`config.mk`:
```
export PLATFORM = sky130hd
export DESIGN_NAME = frame_serializer
export DESIGN_NICKNAME = d
export VERILOG_FILES = /design/src/rtl/frame_ser_pkg.sv /design/src/rtl/frame_ser_ctrl.sv /design/src/rtl/frame_ser_datapath.sv /design/src/rtl/frame_serializer.sv
export SDC_FILE = /design/constraint.sdc
export NUM_CORES = 1
export LEC_CHECK = 0
export ABC_CLOCK_PERIOD_IN_PS = 1600
export CAP_MARGIN = 20
export CELL_PAD_IN_SITES_DETAIL_PLACEMENT = 1
export CELL_PAD_IN_SITES_GLOBAL_PLACEMENT = 2
export CORE_ASPECT_RATIO = 1.25
export CORE_MARGIN = 3
export CORE_UTILIZATION = 31
export DETAILED_ROUTE_END_ITERATION = 10
export DONT_BUFFER_PORTS = 1
export GPL_TIMING_DRIVEN = 0
export HOLD_SLACK_MARGIN = 0.05
export PLACE_DENSITY_LB_ADDON = 0.05
export SLEW_MARGIN = 10
export SYNTH_ARGS = -nofsm -noshare
export SYNTH_HDL_FRONTEND = slang
export SYNTH_SLANG_ARGS = --single-unit
```
`constraint.sdc`:
```
create_clock -name clk -period 1.6 [get_ports clk]
set_input_delay 0.24 -clock clk [delete_from_list [all_inputs] [get_ports clk]]
set_output_delay 0.24 -clock clk [all_outputs]
set_load 0.01 [all_outputs]
```
`src/rtl/frame_ser_pkg.sv`:
```
package frame_ser_pkg;

  typedef enum logic [1:0] {
    ST_OFF  = 2'd0,
    ST_WARM = 2'd1,
    ST_RUN  = 2'd2
  } ser_state_e;

  // Strobes the control hands to the datapath each cycle.
  typedef struct packed {
    logic load;     // build a fresh frame into the shifter
    logic shift;    // advance the shifter by one slot
    logic running;  // line is live: frames are being sent
  } ser_strobe_t;

endpackage

```
`src/rtl/frame_ser_ctrl.sv`:
```
module frame_ser_ctrl
  import frame_ser_pkg::*;
#(
  parameter int FRAME_W   = 20,
  parameter int RST_TICKS = 4
) (
  input  logic        clk,
  input  logic        rstN,
  input  logic        enable,
  input  logic        refTick,
  output ser_strobe_t strobes
);

  localparam int BIT_W  = $clog2(FRAME_W);
  localparam int TICK_W = (RST_TICKS > 1) ? $clog2(RST_TICKS) : 1;
  localparam logic [BIT_W-1:0]  LAST_SLOT = BIT_W'(FRAME_W - 1);
  localparam logic [TICK_W-1:0] LAST_TICK = TICK_W'(RST_TICKS - 1);

  ser_state_e       state;
  logic [BIT_W-1:0] bitCnt;
  logic [TICK_W-1:0] tickCnt;

  logic lastSlot;
  logic lastTick;
  logic warmDone;
  logic frameWrap;

  assign lastSlot  = (bitCnt == LAST_SLOT);
  assign lastTick  = (tickCnt == LAST_TICK);
  assign warmDone  = (state == ST_WARM) && refTick && lastTick;
  assign frameWrap = (state == ST_RUN) && lastSlot;

  always_ff @(posedge clk or negedge rstN) begin
    if (!rstN) begin
      state   <= ST_OFF;
      bitCnt  <= '0;
      tickCnt <= '0;
    end else if (!enable) begin
      state   <= ST_OFF;
      bitCnt  <= '0;
      tickCnt <= '0;
    end else begin
      unique case (state)
        ST_OFF: begin
          state   <= ST_WARM;
          tickCnt <= '0;
        end
        ST_WARM: begin
          if (refTick) begin
            if (lastTick) begin
              state  <= ST_RUN;
              bitCnt <= '0;
            end else begin
              tickCnt <= tickCnt + 1'b1;
            end
          end
        end
        ST_RUN: begin
          bitCnt <= lastSlot ? '0 : bitCnt + 1'b1;
        end
        default: state <= ST_OFF;
      endcase
    end
  end

  always_comb begin
    strobes.load    = enable && (warmDone || frameWrap);
    strobes.shift   = enable && (state == ST_RUN) && !frameWrap;
    strobes.running = (state == ST_RUN);
  end

endmodule

```
`src/rtl/frame_ser_datapath.sv`:
```
module frame_ser_datapath
  import frame_ser_pkg::*;
#(
  parameter int DATA_W = 18
) (
  input  logic              clk,
  input  logic              rstN,
  input  logic              refTick,
  input  logic [DATA_W-1:0] dataIn,
  input  logic              syncMode,
  input  logic              loopEn,
  input  ser_strobe_t       strobes,
  output logic              serOut,
  output logic              serHiZ,
  output logic              loopOut
);

  localparam int FRAME_W = DATA_W + 2;
  localparam int HALF_W  = DATA_W / 2;

  logic [DATA_W-1:0]  syncPattern;
  logic [DATA_W-1:0]  holdWord;
  logic [DATA_W-1:0]  freshWord;
  logic [DATA_W-1:0]  payload;
  logic [FRAME_W-1:0] shifter;
  logic               lineBit;

  // Alignment pattern: upper half ones, lower half zeros.
  for (genvar i = 0; i < DATA_W; i++) begin : g_sync
    assign syncPattern[i] = (i >= HALF_W);
  end

  // Latest word from the reference side; overwritten by each tick.
  always_ff @(posedge clk or negedge rstN) begin
    if (!rstN) holdWord <= '0;
    else if (refTick) holdWord <= dataIn;
  end

  // A tick landing on the boundary feeds its word straight in.
  assign freshWord = refTick ? dataIn : holdWord;
  assign payload   = syncMode ? syncPattern : freshWord;

  // Frame shifter, sent LSB first: start(1), payload, stop(0).
  always_ff @(posedge clk or negedge rstN) begin
    if (!rstN) begin
      shifter <= '0;
    end else if (strobes.load) begin
      shifter <= {1'b0, payload, 1'b1};
    end else if (strobes.shift) begin
      shifter <= {1'b0, shifter[FRAME_W-1:1]};
    end
  end

  assign lineBit = strobes.running && shifter[0];
  assign serOut  = lineBit && !loopEn;
  assign loopOut = lineBit && loopEn;
  assign serHiZ  = !strobes.running || loopEn;

endmodule

```
`src/rtl/frame_serializer.sv`:
```
module frame_serializer
  import frame_ser_pkg::*;
#(
  parameter int DATA_W    = 18,
  parameter int RST_TICKS = 4
) (
  input  logic              clk,
  input  logic              rstN,
  input  logic              enable,
  input  logic              refTick,
  input  logic [DATA_W-1:0] dataIn,
  input  logic              syncMode,
  input  logic              loopEn,
  output logic              serOut,
  output logic              serHiZ,
  output logic              loopOut
);

  localparam int FRAME_W = DATA_W + 2;

  ser_strobe_t ctrlStrobe;

  frame_ser_ctrl #(
    .FRAME_W  (FRAME_W),
    .RST_TICKS(RST_TICKS)
  ) u_ctrl (
    .clk    (clk),
    .rstN   (rstN),
    .enable (enable),
    .refTick(refTick),
    .strobes(ctrlStrobe)
  );

  frame_ser_datapath #(
    .DATA_W(DATA_W)
  ) u_datapath (
    .clk     (clk),
    .rstN    (rstN),
    .refTick (refTick),
    .dataIn  (dataIn),
    .syncMode(syncMode),
    .loopEn  (loopEn),
    .strobes (ctrlStrobe),
    .serOut  (serOut),
    .serHiZ  (serHiZ),
    .loopOut (loopOut)
  );

endmodule

```
# Word-level counts from Yosys, hierarchy flattened
# Cells that the tools add are included.
# op_classes
n_addsub,2
multipliers,0
div_mod_pow,0
order_cmp,0
n_eq_ne,10
shifts,0
muxes,17
n_bitwise,0
reduce_logical,19
# ops
operator,n
$mux W20,2
$mux W18,2
$mux W5,4
$mux W2,6
$pmux W5 S2,1
$logic_and A1 B1 Y1,9
$reduce_and A3 Y1,3
$ne A3 B1 Y1 const B,2
$ne A3 B3 Y1 const B,2
$pmux W2 S3,1
$add A5 B1 Y5 const B,1
$eq A5 B5 Y1 const B,1
$eq A2 B2 Y1 const B,2
$pmux W2 S2,1
$logic_not A1 Y1,3
$ne A3 B2 Y1 const B,1
$add A2 B1 Y2 const B,1
$eq A2 B1 Y1 const B,1
$logic_not A2 Y1,1
$logic_or A1 B1 Y1,2
$ne A2 B2 Y1 const B,1
$reduce_bool A2 Y1,1
# totals
register_bits,47
latchBits,0
mem_bits_rw,0
rom_bits,0
in_bits,24
out_inout_bits,3
elab_cells,53
mem_count,0

# Logic depth before layout (Yosys ltp)
# Gate-level depths: netlist (run 1).
# depth
word_depth,6
depth_mapped,7
mapped_depth_nobuf,5

# Cells and area by module
# A second synthesis (run 1) with hierarchy kept.
# hier_totals
hier_cells,158
area_unflattened_um2,2130.8
# modules_own_cells
mod,n_inst,cells_each,area_per_inst_um2,seq_area_each_um2
frame_ser_datapath,1,107,1587.8,925.9
frame_ser_ctrl,1,51,543.0,225.2

# Worst setup path before layout (run 1)
# OpenSTA, ideal clock, no wires.
# synth_timing
path_kind,reg-to-reg
startpoint,register u_ctrl.bitCnt[0]
endpoint,register u_datapath.shifter[9]
setup_time_ps,126
arrival_time_ps,1542
required_time_ps,1474
slack_ps,-68
stages_incl_launch_ff,7
path_buffers,1
period_less_slack_ps,1668
path_cell_list,dfrtp_1 -> ha_1 -> and4bb_1 -> buf_6 -> a21oi_4 -> nor2_4 -> a221o_1
# synth_between
elab_chain_len,5
word_cells_on_any_way,8
classes_between,1 x eq/ne; 1 x mux; 6 x reduce/logical
# synth_lines
element,line,source
from (decl),frame_ser_ctrl.sv:20,logic [BIT_W-1:0] bitCnt;
from (signal assigned),frame_ser_ctrl.sv:59,bitCnt <= lastSlot ? '0 : bitCnt + 1'b1;
$eq A5 B5 Y1 (*),frame_ser_ctrl.sv:28,assign lastSlot = (bitCnt == LAST_SLOT);
$logic_and A1 B1 Y1 (*),frame_ser_ctrl.sv:31,assign frameWrap = (state == ST_RUN) && lastSlot;
$logic_or A1 B1 Y1 or $logic_not A1 Y1 (tied branches),"frame_ser_ctrl.sv:67, frame_ser_ctrl.sv:68",
"$logic_and A1 B1 Y1, on equally long branches","frame_ser_ctrl.sv:67, frame_ser_ctrl.sv:68",
$mux W20 or $reduce_bool A2 Y1 (tied branches),-,
to (signal assigned),frame_ser_datapath.sv:48,"shifter <= {1'b0, payload, 1'b1};"
to (signal assigned),frame_ser_datapath.sv:50,"shifter <= {1'b0, shifter[FRAME_W-1:1]};"
to (decl),frame_ser_datapath.sv:25,logic [FRAME_W-1:0] shifter;
# Every way passes the cells marked *; elsewhere a longest branch is shown, timed or not.
# A chain may end at the register's enable or synchronous reset.

# Final worst setup path (run 1)
# layout_timing
startpoint,register u_ctrl.tickCnt[0]
endpoint,register u_datapath.shifter[9]
# layout_between
elab_chain_len,5
word_cells_on_any_way,6
classes_between,1 x eq/ne; 1 x mux; 4 x reduce/logical
# layout_lines
element,line,source
from (decl),frame_ser_ctrl.sv:21,logic [TICK_W-1:0] tickCnt;
from (signal assigned),frame_ser_ctrl.sv:54,tickCnt <= tickCnt + 1'b1;
$eq A2 B2 Y1 (*),frame_ser_ctrl.sv:29,assign lastTick = (tickCnt == LAST_TICK);
$logic_and A1 B1 Y1 (*),frame_ser_ctrl.sv:30,assign warmDone = (state == ST_WARM) && refTick && lastTick;
$logic_or A1 B1 Y1 (*),frame_ser_ctrl.sv:67,strobes.load = enable && (warmDone || frameWrap);
$logic_and A1 B1 Y1 (*),frame_ser_ctrl.sv:67,
$mux W20 or $reduce_bool A2 Y1 (tied branches),-,
# Marked as above.

==> flow_summary_export.csv, run 1 <==
group,metric,value,unit
layout,drive_gt1_share,36.9,%
layout,finalInstanceArea,2550,µm²
drt,antenna_left,0,
synth,synth_top_area_share,55.2,%
pwr,power.density,830,nW/µm²
timing,period_share,103,%
timing,finalSetupViolCount,7,
clock_network,clock_path_buffers,2,
synth,synth_top_area_cell,"dfrtp_1",
drt,drt_iter0_markers,50,
timing,skew,11.9,ps
pwr,p_int,1640,µW
worst_setup_path,crit_chain,"ha_2, and4b_1, buf_6, a21oi_4, nor2_4, a221o_1",
place,io_buffer_count,0,
timing,drv_slew,0,
synth,ys_warn_count,0,
die,fp.dieW,79.3,µm
drt,wl,5.01,mm
drt,vias,1454,
worst_setup_path,path_class,"reg -> reg",
grt,grt_util_all_layers,14.2,%
worst_setup_path,worst-r2r-cell-count,6,
worst_hold_path,min_to,"u_datapath.holdWord[2]$_DFF_PN0_",
layout,area_delta_synth_final,22.6,%
grt,antenna_found_initial,0,
synth,syn_area,2080,µm²
clock_network,cts_sinks,46,
layout,finalNonFillerCells,283,
grt,grt_pass1_vias,1607,
layout,fillerInstances,708,
drt,dr.pass1.iters,4,
timing,max_slew.worst_pin.slew,356,ps
worst_hold_path,whs_path_depth,1,
die,start_util,33.0,%
synth,synth_fp_nets,198,
clock_network,cts_tree,"built",
pwr,power_switching,484,µW
drt,avgViaCountPerCell,5.14,
clock_network,htreeDepth,2,
pwr,p_sw_share,22.8,%
synth,synth_area_per_cell,12.1,µm²
drt,remaining_drc_errors,0,
worst_hold_path,min-delay-start,"dataIn[2]",
layout,antennaDiodeCount,0,
synth,synth_area_leaders,"dfrtp_1, mux2_2, a22o_1",
grt,grt_max_degree,47,
die,die_y,97.7,µm
grt,grt-ovfl-total,0,
timing,fmax,610,MHz
grt,grt_pass1_wl,8.40,mm
outcome,status,"finished with violations",
place,placed_cells,257,
worst_setup_path,cp_max_fo,5,
die,coreArea,6330,µm²
worst_setup_path,cp-end-kind,"flip-flop",
run,maxCapViolations,0,
synth,netlist_instances,172,
layout,fin_nets,223,
die,rows,32,
outcome,failed_checks,"setup timing",
worst_setup_path,cp.arrival,1820,ps
pwr,power_frac_comb,7.4,%
timing,maxSlewHeadroom,76.2,%
clock_network,cts_buffers,5,
clock_network,path_clk_slew,90,ps
worst_setup_path,crit_path_start_kind,"flip-flop",
timing,fin_crit,1640,ps
worst_hold_path,hold_path.class,"in -> reg",
timing,rsz0062_at_grt,"true",
worst_setup_path,cp_data_required_time,1780,ps
synth,synthDistinctLibCells,39,
worst_setup_path,crit_path_max_incr_delay,410,ps
place,dp_hpwl,3.17,mm
layout,final_core_utilization,40.4,%
worst_setup_path,rr_endpoint,"u_datapath.shifter[9]$_DFFE_PN0P_",
synth,ys_seq_elements,46,
synth,async_flop_share,100,%
pwr,vdd_drop_max,0.466,mV
pwr,seqPwrFrac,58.1,%
pwr,clock_power_share,34.5,%
worst_setup_path,rrSetupSlack,-40,ps
drt,routedWlPerCell,17.7,µm
clock_network,root_buffer,"clkbuf_8",
place,dpl_cell_area,2200,µm²
worst_setup_path,r2r-start,"u_ctrl.tickCnt[0]$_DFFE_PN0P_",
synth,ys_seq_area_share,55.2,%
synth,synth-edff-count,0,
pwr,p_leak,0.00119,µW
worst_setup_path,crit_slowest_cell,"dfrtp_1",
timing,finalWorstSetupSlack,-40.2,ps
clock_network,clock_latency,290,ps
timing,finalHoldViolCount,0,
synth,synthFlopType,"dfrtp_1",
place,routabilityCongestion,0.691,
die,dieArea,7750,µm²
die,io_pins,27,
## per-stage QoR
stage / power [µW] / TNS [ps] / hold WS, ps / setup WS [ps]
2_1_floorplan: 1340 / 0 / -55.6 / 3.70
3_3_place_gp: 1360 / -1660 / -54.0 / -202
3_5_place_dp: 1370 / -1910 / -53.9 / -214
4_1_cts: 2160 / -145 / 99.6 / -35.6
5_1_grt: 2240 / -1150 / 94.5 / -101
6_report: 2120 / -176 / 114 / -40.2
## timing repair
item                                    in CTS  in global routing
buffers inserted                             9                  3
hold buffers                                 2                  0
endpoints found under the setup margin      23                 24
pin swaps                                    9                  7
gates cloned                                 3                  1
resized for setup                           15                 12
endpoints found under the hold margin       46                  0
## placed cells by master, fill, tap and decap left out, drive strengths merged
master / Yosys / routed
or2: 1 / 1
nand2: 8 / 8
o22ai: 1 / 1
nor2b: 4 / 4
dfrtp: 46 / 46
a221o: 1 / 1
a211o: 1 / 1
clkinv: 0 / 1
o21ai: 7 / 8
and4b: 1 / 1
and3: 1 / 1
ha: 2 / 2
o31ai: 1 / 1
and4bb: 1 / 1
mux2: 20 / 20
a22oi: 3 / 3
mux2i: 1 / 1
nand3b: 1 / 1
and2: 1 / 1
nand3: 3 / 3
o32ai: 7 / 7
a21oi: 8 / 8
o211ai: 1 / 1
inv: 10 / 10
nor2: 11 / 12
dlygate4sd3: 0 / 1
clkbuf: 1 / 8
nor3: 1 / 1
a22o: 9 / 9
a21o: 8 / 8
a311oi: 1 / 1
nand2b: 2 / 2
a21boi: 1 / 1
buf: 8 / 23
## kinds of logic after synthesis
kind of cell,after synthesis,share of synthesized area [%]
adders and majority gates,2,1.20
and+or+nand+nor,35,9.24
muxes,21,11.3
AOI/OAI and AO/OA,49,18.1
DFF,46,55.2
buffers and inverters,19,4.98
## worst max-delay path, delay by kind of cell, from the launching register on
kind	cells	cell delay (ps)
AO/OA/AOI/OAI	2	490
adder cells (fa/ha/maj)	1	200
buffers and inverters	1	140
flip-flops	1	410
AND/OR/NAND/NOR	2	280
## registers in the layout, indices dropped and copies added (netlist names)
signal / flops
u_datapath.holdWord: 18
u_datapath.shifter: 19
u_ctrl.tickCnt: 2
u_ctrl.bitCnt: 5
u_ctrl.state: 2
## how the worst max path moves through the flow
stage / startpoint / end / slack (ps) / depth (start not counted)
6_report: u_ctrl.tickCnt[0]$_DFFE_PN0P_ / u_datapath.shifter[9]$_DFFE_PN0P_ / -40 / 6
5_1_grt: u_ctrl.tickCnt[0]$_DFFE_PN0P_ / u_datapath.shifter[9]$_DFFE_PN0P_ / -100 / 6
4_1_cts: u_ctrl.tickCnt[1]$_DFFE_PN0P_ / u_datapath.shifter[9]$_DFFE_PN0P_ / -40 / 6
3_5_place_dp: u_ctrl.bitCnt[1]$_DFFE_PN0P_ / u_datapath.shifter[9]$_DFFE_PN0P_ / -210 / 6
3_3_place_gp: u_ctrl.bitCnt[0]$_DFFE_PN0P_ / u_datapath.shifter[9]$_DFFE_PN0P_ / -200 / 6
2_1_floorplan: u_ctrl.bitCnt[0]$_DFFE_PN0P_ / u_datapath.shifter[9]$_DFFE_PN0P_ / 4 / 6
## power by group through the flow
stage          Combinational (µW)  Sequential (µW)  Clock, µW
2_1_floorplan                92.0             1250          0
3_3_place_gp                  110             1250          0
3_5_place_dp                  114             1260          0
4_1_cts                       156             1230        771
5_1_grt                       177             1240        827
6_report                      158             1230        731
## area by class of cell
class / count / area, µm² / area share (%)
inverters: 10 / 37.5 / 1.47
multi-input cells: 109 / 932 / 36.5
plain buffers: 9 / 82.6 / 3.23
well taps: 85 / 106 / 4.16
clock buffers: 7 / 86.3 / 3.38
flip-flops and latches: 46 / 1150 / 45.1
repair buffers: 16 / 154 / 6.02
clock inverters: 1 / 5.00 / 0.196
## cell usage after synthesis (all sizes together), types with 2 or more instances
library cell	n
dfrtp	46
mux2	20
nor2	11
inv	10
a22o	9
a21o	8
a21oi	8
buf	8
nand2	8
o21ai	7
o32ai	7
nor2b	4
a22oi	3
nand3	3
ha	2
nand2b	2
## routing by layer
| metal | vias to the layer above | share of wire, % | global-route usage, % | routed length [µm] |
|---|---|---|---|---|
| li1 | 672 | - | - | - |
| met1 | 754 | 46 | 18.9 | 2300 |
| met2 | 22 | 50 | 23.0 | 2500 |
| met3 | 6 | 2.7 | 2.78 | 137 |
| met4 | 0 | 1.5 | 4.76 | 74 |
| met5 | - | 0 | 0 | 0 |
Note: power is estimated with default switching activity, not from simulation.
==> inputs of run 2 (changes only) <==
- BUFFER_PORTS_ARGS: not set -> -buffer_cell sky130_fd_sc_hd__clkbuf_2
- DONT_BUFFER_PORTS: 1 -> not set
==> flow_summary_export.csv, run 2 (synthesis gave the netlist of run 1 again) <==
group,metric,value,unit
timing,skew,6.98,ps
timing,finalSetupViolCount,1,
timing,drv_slew,0,
place,routabilityCongestion,0.748,
timing,rsz0062_at_grt,"true",
grt,grt-ovfl-total,0,
grt,grt_pass1_vias,1747,
pwr,power.density,788,nW/µm²
outcome,status,"finished with violations",
worst_setup_path,cp-end-kind,"flip-flop",
place,placed_cells,284,
grt,grt_max_degree,29,
clock_network,cts_sinks,46,
worst_setup_path,cp.arrival,1820,ps
die,start_util,33.0,%
die,dieArea,7750,µm²
clock_network,path_clk_slew,90,ps
grt,grt_pass1_wl,8.90,mm
grt,grt_util_all_layers,14.6,%
drt,remaining_drc_errors,0,
place,dp_hpwl,3.47,mm
timing,fmax,612,MHz
worst_hold_path,hold_path.class,"in -> reg",
timing,whs,191,ps
timing,finalHoldViolCount,0,
die,fp.dieW,79.3,µm
clock_network,cts_tree,"built",
layout,antennaDiodeCount,0,
run,maxCapViolations,0,
drt,vias,1572,
drt,antenna_left,0,
clock_network,clock_path_buffers,2,
layout,layout_common_cells,"dfrtp_1, clkbuf_2, mux2_2, buf_4, inv_1",
clock_network,root_buffer,"clkbuf_8",
worst_setup_path,cp_max_fo,9,
worst_setup_path,crit_path_max_incr_delay,400,ps
die,coreArea,6330,µm²
worst_setup_path,crit_slowest_cell,"dfrtp_1",
outcome,failed_checks,"setup timing",
worst_setup_path,worstPathBufferInverterCount,1,
worst_setup_path,crit_path_start_kind,"flip-flop",
layout,fin_nets,252,
drt,avgViaCountPerCell,5.04,
layout,area_delta_synth_final,32.1,%
layout,regMostFlops,"u_datapath.shifter",
place,io_buffer_count,26,
drt,dr.pass1.iters,4,
clock_network,clock_latency,300,ps
pwr,power,2170,µW
pwr,vdd_drop_max,0.373,mV
grt,antenna_found_initial,0,
die,die_y,97.7,µm
die,io_pins,27,
layout,largest_reg_flops,19,
pwr,p_leak,0.00132,µW
drt,drt_iter0_markers,33,
timing,maxSlewHeadroom,63.5,%
drt,routedWlPerCell,17.0,µm
worst_setup_path,cp_top_family,"compound AO/OA/AOI/OAI gates",
layout,top_regs,"u_datapath.shifter (19), u_datapath.holdWord (18), u_ctrl.bitCnt (5)",
timing,finalWorstSetupSlack,-35.2,ps
clock_network,cts_buffers,5,
clock_network,htreeDepth,2,
die,rows,32,
drt,wl,5.31,mm
timing,max_slew.worst_pin.slew,547,ps
layout,layout_commonest_cell,"dfrtp_1",
worst_setup_path,crit_chain,"ha_2, and4b_1, buf_6, a21oi_4, nor2_4, a221o_1",
timing,fin_crit,1640,ps
timing,period_share,102,%
worst_setup_path,path_class,"reg -> reg",
layout,finalNonFillerCells,312,
layout,drive_gt1_share,46.3,%
worst_setup_path,cp_data_required_time,1790,ps
-- run 2: changes by cell type in the layout (fill, tap and decap cells not counted), moves of 2 or more --
cell	before	now
buf_12	0	3
o32ai_4	0	2
buf_6	9	4
clkbuf_2	1	26
buf_4	11	16
a21oi_2	0	3
buf_8	0	2
a21oi_1	7	4
nor2b_2	2	0
-- run 2: what timing repair did --
action                     in CTS  in global routing
hold endpoints to repair       18                  0
hold buffers                    1                  0
setup endpoints to repair      24                 21
buffers inserted               13                  6
gates cloned                    2                  0
resized for setup              15                 15
pin swaps                       8                  6
-- run 2: layout make-up --
cell class,instances,area [µm²]
timing repair buffer,48,347
inverter,10,37.5
clock buffer,6,82.6
fill,746,3570
clock inverter,2,12.5
buffer,7,63.8
sequential,46,1150
tap,85,106
multi-input combinational,108,951
-- run 2: report_power, final --
group	switching (µW)	total, µW	internal [µW]	leakage [µW]
logic	100	191	90.2	0.000710
clock network	399	747	348	0.0000472
registers	18.1	1230	1210	0.000561
total	517	2170	1650	0.00132
-- run 2: metal layers --
layer  GRT usage (%)  vias up  share of wire, %
li1                -      729                 -
met1            19.0      809                43
met4            4.50        0               1.2
met3            2.41        5               3.5
met5               0        -                 0
met2            24.7       29                52
-- run 2: path summary, 6_finish.rpt --
check / startpoint / end / slack (ps) / cells after the start
setup / recovery: u_ctrl.tickCnt[0]$_DFFE_PN0P_ / u_datapath.shifter[9]$_DFFE_PN0P_ / -40 / 6
hold / removal: dataIn[3] / u_datapath.holdWord[3]$_DFF_PN0_ / 190 / 2
setup reg to reg: u_ctrl.tickCnt[0]$_DFFE_PN0P_ / u_datapath.shifter[9]$_DFFE_PN0P_ / -40 / 6
hold reg to reg: u_datapath.holdWord[10]$_DFF_PN0_ / u_datapath.holdWord[10]$_DFF_PN0_ / 510 / 1
max in group asynchronous: rstN / u_datapath.holdWord[11]$_DFF_PN0_ / 610 / 3
min in group asynchronous: rstN / u_datapath.holdWord[16]$_DFF_PN0_ / 450 / 2
-- run 2: stage by stage --
step	instance area (µm²)	setup slack [ps]	utilization (%)	setup TNS, ps
floorplan	2090	3.70	-	0
global placement	2330	-195	36.8	-1610
detailed placement	2350	-231	37.1	-1990
CTS	2650	-35.0	41.9	-211
global route	2750	-67.1	43.5	-214
finish	2750	-35.2	43.5	-35.2
-- run 2: worst register-to-register path: stages, from the launching register on --
cell	delay (ps)
dfrtp_1	400
ha_2	200
and4b_1	190
buf_6	140
a21oi_4	190
nor2_4	100
a221o_1	310
